<file path="config.mk">
export PLATFORM = sky130hd
export DESIGN_NAME = intr_accept_ctrl
export DESIGN_NICKNAME = d
export VERILOG_FILES = /design/src/rtl/intr_acc_pkg.sv /design/src/rtl/intr_lowest_pick.sv /design/src/rtl/intr_sfr_file.sv /design/src/rtl/intr_master_flag.sv /design/src/rtl/intr_accept_ctrl.sv
export SDC_FILE = /design/constraint.sdc
export NUM_CORES = 1
export LEC_CHECK = 0
export BUFFER_PORTS_ARGS = -buffer_cell sky130_fd_sc_hd__buf_2
export CORE_ASPECT_RATIO = 0.8
export CORE_MARGIN = 5
export CORE_UTILIZATION = 40
export CTS_CLUSTER_DIAMETER = 120
export DETAILED_ROUTE_END_ITERATION = 10
export MAX_ROUTING_LAYER = met4
export PLACE_DENSITY = 0.66
export SLEW_MARGIN = 20
export SYNTH_ARGS = -nofsm -noshare
export SYNTH_HDL_FRONTEND = slang
export SYNTH_HIERARCHICAL = 1
export SYNTH_SLANG_ARGS = --single-unit
</file>
<file path="constraint.sdc">
create_clock -name clk -period 3.06 [get_ports clk]
set_input_delay 0.153 -clock clk [delete_from_list [all_inputs] [get_ports clk]]
set_output_delay 0.153 -clock clk [all_outputs]
set_load 0.02 [all_outputs]
</file>
<file path="src/rtl/intr_acc_pkg.sv">
package intr_acc_pkg;
  localparam int ADDR_W  = 8;
  localparam int EF_LO   = 3;
  localparam int EF_HI   = 38;
  localparam int NPNM    = 4;
  localparam int IDX_W   = 6;
  localparam int NBYTES  = 5;
  // byte 0 first; byte b holds source indices 8*b .. 8*b+7
  localparam logic [ADDR_W*NBYTES-1:0] BYTE_ADDRS =
    {8'h2A, 8'h2D, 8'h2C, 8'h3B, 8'h3A};
endpackage

</file>
<file path="src/rtl/intr_lowest_pick.sv">
module intr_lowest_pick #(
  parameter int N = 8,
  parameter int W = 3
) (
  input  logic [N-1:0] vld,
  output logic         any,
  output logic [W-1:0] idx,
  output logic [N-1:0] grant
);
  always_comb begin
    idx = '0;
    for (int i = N - 1; i >= 0; i--) begin
      if (vld[i]) idx = W'(i);
    end
    grant = vld & (~vld + N'(1));
    any   = |vld;
  end
endmodule

</file>
<file path="src/rtl/intr_sfr_file.sv">
module intr_sfr_file #(
  parameter int ADDR_W = 8,
  parameter int EF_LO  = 3,
  parameter int EF_HI  = 38,
  parameter int NBYTES = 5,
  parameter logic [ADDR_W*NBYTES-1:0] BYTE_ADDRS = {8'h2A, 8'h2D, 8'h2C, 8'h3B, 8'h3A}
) (
  input  logic              clk,
  input  logic              rst_n,
  input  logic              wr,
  input  logic [ADDR_W-1:0] addr,
  input  logic [7:0]        wdata,
  input  logic              imf,
  output logic [7:0]        rdata,
  output logic [EF_HI:0]    ef,
  output logic              imf_wr_en,
  output logic              imf_wr_val
);
  localparam int NBITS = 8 * NBYTES;

  function automatic logic [NBITS-1:0] impl_mask();
    logic [NBITS-1:0] m;
    for (int i = 0; i < NBITS; i++) m[i] = (i >= EF_LO) && (i <= EF_HI);
    return m;
  endfunction
  localparam logic [NBITS-1:0] IMPL = impl_mask();

  logic [NBYTES-1:0] hit;
  logic [NBITS-1:0]  ef_q, ef_d;

  for (genvar b = 0; b < NBYTES; b++) begin : g_dec
    assign hit[b] = (addr == BYTE_ADDRS[b*ADDR_W +: ADDR_W]);
  end

  always_comb begin
    ef_d = ef_q;
    for (int b = 0; b < NBYTES; b++) begin
      if (wr && hit[b]) ef_d[b*8 +: 8] = wdata;
    end
    ef_d = ef_d & IMPL;
  end

  always_ff @(posedge clk or negedge rst_n) begin
    if (!rst_n) ef_q <= '0;
    else        ef_q <= ef_d;
  end

  always_comb begin
    rdata = 8'h00;
    for (int b = 0; b < NBYTES; b++) begin
      if (hit[b]) rdata = ef_q[b*8 +: 8] | ((b == 0) ? {7'b0, imf} : 8'h00);
    end
  end

  assign ef         = ef_q[EF_HI:0];
  assign imf_wr_en  = wr && hit[0];
  assign imf_wr_val = wdata[0];
endmodule

</file>
<file path="src/rtl/intr_master_flag.sv">
module intr_master_flag (
  input  logic clk,
  input  logic rst_n,
  input  logic accept,
  input  logic di,
  input  logic ei,
  input  logic reti,
  input  logic retn,
  input  logic retn_val,
  input  logic bus_en,
  input  logic bus_val,
  output logic imf
);
  logic imf_d;

  always_comb begin
    if      (accept) imf_d = 1'b0;
    else if (di)     imf_d = 1'b0;
    else if (ei)     imf_d = 1'b1;
    else if (reti)   imf_d = 1'b1;
    else if (retn)   imf_d = retn_val;
    else if (bus_en) imf_d = bus_val;
    else             imf_d = imf;
  end

  always_ff @(posedge clk or negedge rst_n) begin
    if (!rst_n) imf <= 1'b0;
    else        imf <= imf_d;
  end

  p_accept_clears_r4: assert property (@(posedge clk) disable iff (!rst_n)
    accept |=> !imf);
  p_di_clears_r7: assert property (@(posedge clk) disable iff (!rst_n)
    di |=> !imf);
  p_ei_sets_r7: assert property (@(posedge clk) disable iff (!rst_n)
    (ei && !accept && !di) |=> imf);
  p_reti_sets_r5: assert property (@(posedge clk) disable iff (!rst_n)
    (reti && !accept && !di && !ei) |=> imf);
  p_retn_restores_r6: assert property (@(posedge clk) disable iff (!rst_n)
    (retn && !accept && !di && !ei && !reti) |=> (imf == $past(retn_val)));
endmodule

</file>
<file path="src/rtl/intr_accept_ctrl.sv">
module intr_accept_ctrl
  import intr_acc_pkg::*;
#(
  parameter int P_ADDR_W = ADDR_W,
  parameter int P_EF_LO  = EF_LO,
  parameter int P_EF_HI  = EF_HI,
  parameter int P_NPNM   = NPNM,
  parameter int P_IDX_W  = IDX_W,
  parameter int P_NBYTES = NBYTES,
  parameter logic [P_ADDR_W*P_NBYTES-1:0] P_BYTE_ADDRS = BYTE_ADDRS
) (
  input  logic                clk,
  input  logic                rst_n,
  input  logic [P_ADDR_W-1:0] bus_addr,
  input  logic                bus_wr,
  input  logic [7:0]          bus_wdata,
  output logic [7:0]          bus_rdata,
  input  logic [P_EF_HI:0]    req_pend,
  input  logic [P_NPNM-1:0]   pnm_req,
  input  logic                inst_boundary,
  input  logic                ei_stb,
  input  logic                di_stb,
  input  logic                reti_stb,
  input  logic                retn_stb,
  input  logic                retn_imf,
  output logic                acc_pulse,
  output logic                acc_pnm,
  output logic [P_IDX_W-1:0]  acc_idx,
  output logic                stack_imf,
  output logic [P_EF_HI:0]    req_clr,
  output logic [P_NPNM-1:0]   pnm_clr
);
  localparam int PNM_W = (P_NPNM > 1) ? $clog2(P_NPNM) : 1;

  // reset: asserted asynchronously, released on the clock
  logic rst_meta, rst_int_n;
  always_ff @(posedge clk or negedge rst_n) begin
    if (!rst_n) begin
      rst_meta  <= 1'b0;
      rst_int_n <= 1'b0;
    end else begin
      rst_meta  <= 1'b1;
      rst_int_n <= rst_meta;
    end
  end

  logic               imf;
  logic [P_EF_HI:0]   ef;
  logic               imf_wr_en, imf_wr_val;
  logic [P_EF_HI:0]   msk_vld, msk_grant;
  logic [P_IDX_W-1:0] msk_idx;
  logic               msk_any;
  logic [P_NPNM-1:0]  pnm_grant;
  logic [PNM_W-1:0]   pnm_idx;
  logic               pnm_any;
  logic               take;

  intr_sfr_file #(
    .ADDR_W(P_ADDR_W), .EF_LO(P_EF_LO), .EF_HI(P_EF_HI),
    .NBYTES(P_NBYTES), .BYTE_ADDRS(P_BYTE_ADDRS)
  ) u_sfr (
    .clk(clk), .rst_n(rst_int_n), .wr(bus_wr), .addr(bus_addr),
    .wdata(bus_wdata), .imf(imf), .rdata(bus_rdata), .ef(ef),
    .imf_wr_en(imf_wr_en), .imf_wr_val(imf_wr_val)
  );

  assign msk_vld = req_pend & ef & {(P_EF_HI+1){imf}};

  intr_lowest_pick #(.N(P_EF_HI+1), .W(P_IDX_W)) u_msk_pick (
    .vld(msk_vld), .any(msk_any), .idx(msk_idx), .grant(msk_grant)
  );

  intr_lowest_pick #(.N(P_NPNM), .W(PNM_W)) u_pnm_pick (
    .vld(pnm_req), .any(pnm_any), .idx(pnm_idx), .grant(pnm_grant)
  );

  always_comb begin
    take      = inst_boundary && (pnm_any || msk_any);
    acc_pulse = take;
    acc_pnm   = inst_boundary && pnm_any;
    acc_idx   = '0;
    req_clr   = '0;
    pnm_clr   = '0;
    if (inst_boundary && pnm_any) begin
      acc_idx = P_IDX_W'(pnm_idx);
      pnm_clr = pnm_grant;
    end else if (inst_boundary && msk_any) begin
      acc_idx = msk_idx;
      req_clr = msk_grant;
    end
    stack_imf = imf;
  end

  intr_master_flag u_imf (
    .clk(clk), .rst_n(rst_int_n), .accept(take), .di(di_stb), .ei(ei_stb),
    .reti(reti_stb), .retn(retn_stb), .retn_val(retn_imf),
    .bus_en(imf_wr_en), .bus_val(imf_wr_val), .imf(imf)
  );

  p_masked_needs_imf_r2: assert property (@(posedge clk) disable iff (!rst_int_n)
    (acc_pulse && !acc_pnm) |-> (imf && |(req_pend & ef)));
  p_pnm_always_r3: assert property (@(posedge clk) disable iff (!rst_int_n)
    (inst_boundary && |pnm_req) |-> (acc_pulse && acc_pnm));
  p_only_boundary_r11: assert property (@(posedge clk) disable iff (!rst_int_n)
    acc_pulse |-> inst_boundary);
  p_clr_onehot_r10: assert property (@(posedge clk) disable iff (!rst_int_n)
    $onehot0({req_clr, pnm_clr}) && (acc_pulse == |{req_clr, pnm_clr}));
endmodule

</file>
==> metrics.md <==
| Metric | Value |
|---|---|
| Gr ovfl total | 0 |
| Area leader, netlist | dfrtp_1 |
| GPL Wtd Cong | 0.924 |
| Hpwl dp | 9870 µm |
| Initial antenna violation count | 0 |
| Final hold violations | 0 |
| First-pass iteration count of the detailed router | 5 |
| Skew final | 0.00812 ns |
| First-pass GRT wire length | 19,300 µm |
| Final antenna-violating net count | 0 |
| Slew @ Worst Pin | 0.746 ns |
| Worst hold slack | 0.174 ns |
| Starting density of the core | 0.404 |
| DP Area | 4610 µm² |
| DP Worst Slack | 0.0226 ns |
| Avg Synthesized Cell Area | 9.12 µm² |
| Drt wl/cell | 18.9 µm |
| Static leakage | 2.66 nW |
| TritonCTS clock tree | done |
| Largest net degree at the start of global routing | 38 |
| Slew Limit Fails | 0 |
| Max Root-Sink Buffers | 2 |
| Cells after Synth | 420 |
| Total GRT Usage | 0.211 |
| Final instance area | 5030 µm² |
| Max rail drop VDD | 0.202 mV |
| Die area | 11,600 µm² |
| Failing checks | negative setup slack |
| Most common flop cell mapped by yosys | dfrtp_1 |
| Worst path arrival time | 2.93 ns |
| I/O Pins | 128 |
| Sequential fraction of the synthesis area | 0.255 |
| CP endpoint kind | output port |
| DR vias | 3,936 |
| Power Dens Cells | 275 nW/µm² |
| DRC viols | 0 |
| Period Utilization, post-route | 1.01 |
| WP buf/inv | 3 |
| Ratio of cells with drive above 1 in the final layout | 0.499 |
| H-tree depth | 2 |
| CP max stage cell | or4_4 |
| Fmax | 0.324 GHz |
| IO Port Bufs | 124 |
| Clk sink count | 39 |
| Critical-path cell list | buf_4 > and3_1 > or4_4 > nor4_4 > nand2b_4 > nor2_4 > nand2_4 > and3b_2 > buf_12 > and2_4 > buf_4 |
| Vias per cell | 5.75 |
| CP dominant cell by count | buf_4 |
| Yosys Warn Count | 6 |
| Max Cap Viol | 0 |
| Outcome | finished, violations left |
| Number of rows in the core area | 32 |
| #FFs+latches synth | 39 |
| Die Ht | 97.5 µm |
| Number of global-route vias before repair | 3,710 |
| Most frequent cells in the layout | buf_2, buf_4, and3_1 |
| Diode count | 0 |
| RSZ-0062 raised after global routing | true |
| Commonest non-fill, non-tap cell in the layout | buf_2 |
| Tmin final | 3.08 ns |
| Slew HR | 0.496 |
| Clock root cell | clkbuf_16 |
| CP Launch Type | register |
| CTS buffer count | 5 |
| Synth area leaders | dfrtp_1, mux2_2, and3_1 |
| Worst-path fanout max | 19 |
| Clock-pin transition on the worst setup and hold timing paths | 0.05 ns |
| CP required | 2.91 ns |
| Synth top area share | 0.255 |
| EDFF count, synth | 0 |
| Die Wd | 119 µm |
| Total routed wirelength | 12,900 µm |
| Slowest cell delay on critical path | 0.56 ns |
| Netlist cell types | 69 |
| Core area | 9490 µm² |
| Setup CP Type | register to output port |
| Setup ws final | -0.0240 ns |
| Area delta synth->final | 31.2% |
| CP delay by family, top | simple AND/OR/NAND/NOR gates |
| Clk_lat worst skew | 0.28 ns |
| Async set-reset flop share out of synthesis | 1.00 |
| Synthesized area | 3830 µm² |
| Hold Path Class | input pin to register |
| Final net count | 632 |
| Setup violations, final | 27 |
| 1st-iter DRT viols | 275 |
-- cell usage after synthesis (8+ instances only) --
cell type  count
nor2_1        25
dfrtp_1       39
and3_1        51
mux2_4         8
and2_1        20
nand2_1       17
mux2_2        31
and2_4        28
buf_6         10
inv_1         13
nor4_1        10
a21oi_1       16
nor3_1        13
-- stage by stage --
step	TNS [ns]	cells	utilization	power, mW
after floorplan	0	422	-	0.743
after global placement	0	664	0.485	0.854
after detailed placement	0	664	0.485	0.860
after CTS	0	676	0.506	1.36
after global routing	-3.29	684	0.530	1.45
final	-0.406	684	0.530	1.38
-- repair_timing --
item,4_1_cts,5_1_grt
gates resized for setup,9,43
setup buffers,3,4
pin swaps,2,4
endpoints found under the setup margin,42,42
hold endpoints to repair,2,0
hold buffers,1,0
gates cloned,0,4
-- worst reg2reg max path, stage by stage, from the launching register on --
cell and delay [ns]:
dfrtp_2 0.45, buf_4 0.15, and3_1 0.15, or4_4 0.56
nor4_4 0.25, nand2b_4 0.10, nor2_4 0.11, nand2_4 0.08
buf_4 0.15, o21a_1 0.18, or2_0 0.23, a211oi_2 0.14
-- power breakdown --
group	internal [mW]	switching (mW)	total (mW)
clock	0.297	0.199	0.496
combinational	0.147	0.175	0.321
sequential	0.541	0.0260	0.567
total	0.985	0.400	1.38
-- worst paths after layout --
kind	startpoint	endpoint	slack, ns	cells past startpoint
max	u_imf/imf	req_clr[27]	-0.02	11
min	bus_wdata[7]	u_sfr/ef_q[31]	0.17	2
max reg2reg	u_imf/imf	u_imf/imf	0.42	11
min reg2reg	rst_int_n	u_sfr/ef_q[5]	0.28	1
max in group asynchronous	rst_int_n	u_imf/imf	2.43	1
min in group asynchronous	rst_n	rst_meta	0.18	2
-- registers in the layout, indices dropped and copies added, names as in the netlist --
signal / flops
u_sfr/ef_q: 36
rst_int_n: 1
rst_meta: 1
u_imf/imf: 1
-- routing by layer --
layer,wire (µm),vias up,global-route usage
li1,-,1848,-
met1,6070,1880,0.297
met2,5740,190,0.310
met3,890,18,0.0407
met4,208,0,0.0563
met5,0,-,-
-- cells by family after synthesis --
kind of cell    synth area share
compound gates             0.109
buf+inv                   0.0634
flops                      0.255
mux                        0.141
other cells              0.00196
simple gates               0.430
-- final cells by class --
cell class	instances	area, µm²
Clock buffer	5	125
Clock inverter	3	15.0
Fill cell	895	4460
Inverter	13	48.8
Multi-Input combinational cell	345	2710
Sequential cell	39	977
Tap cell	119	149
Timing Repair Buffer	160	998
No activity file was read; power rests on OpenSTA's default activity.
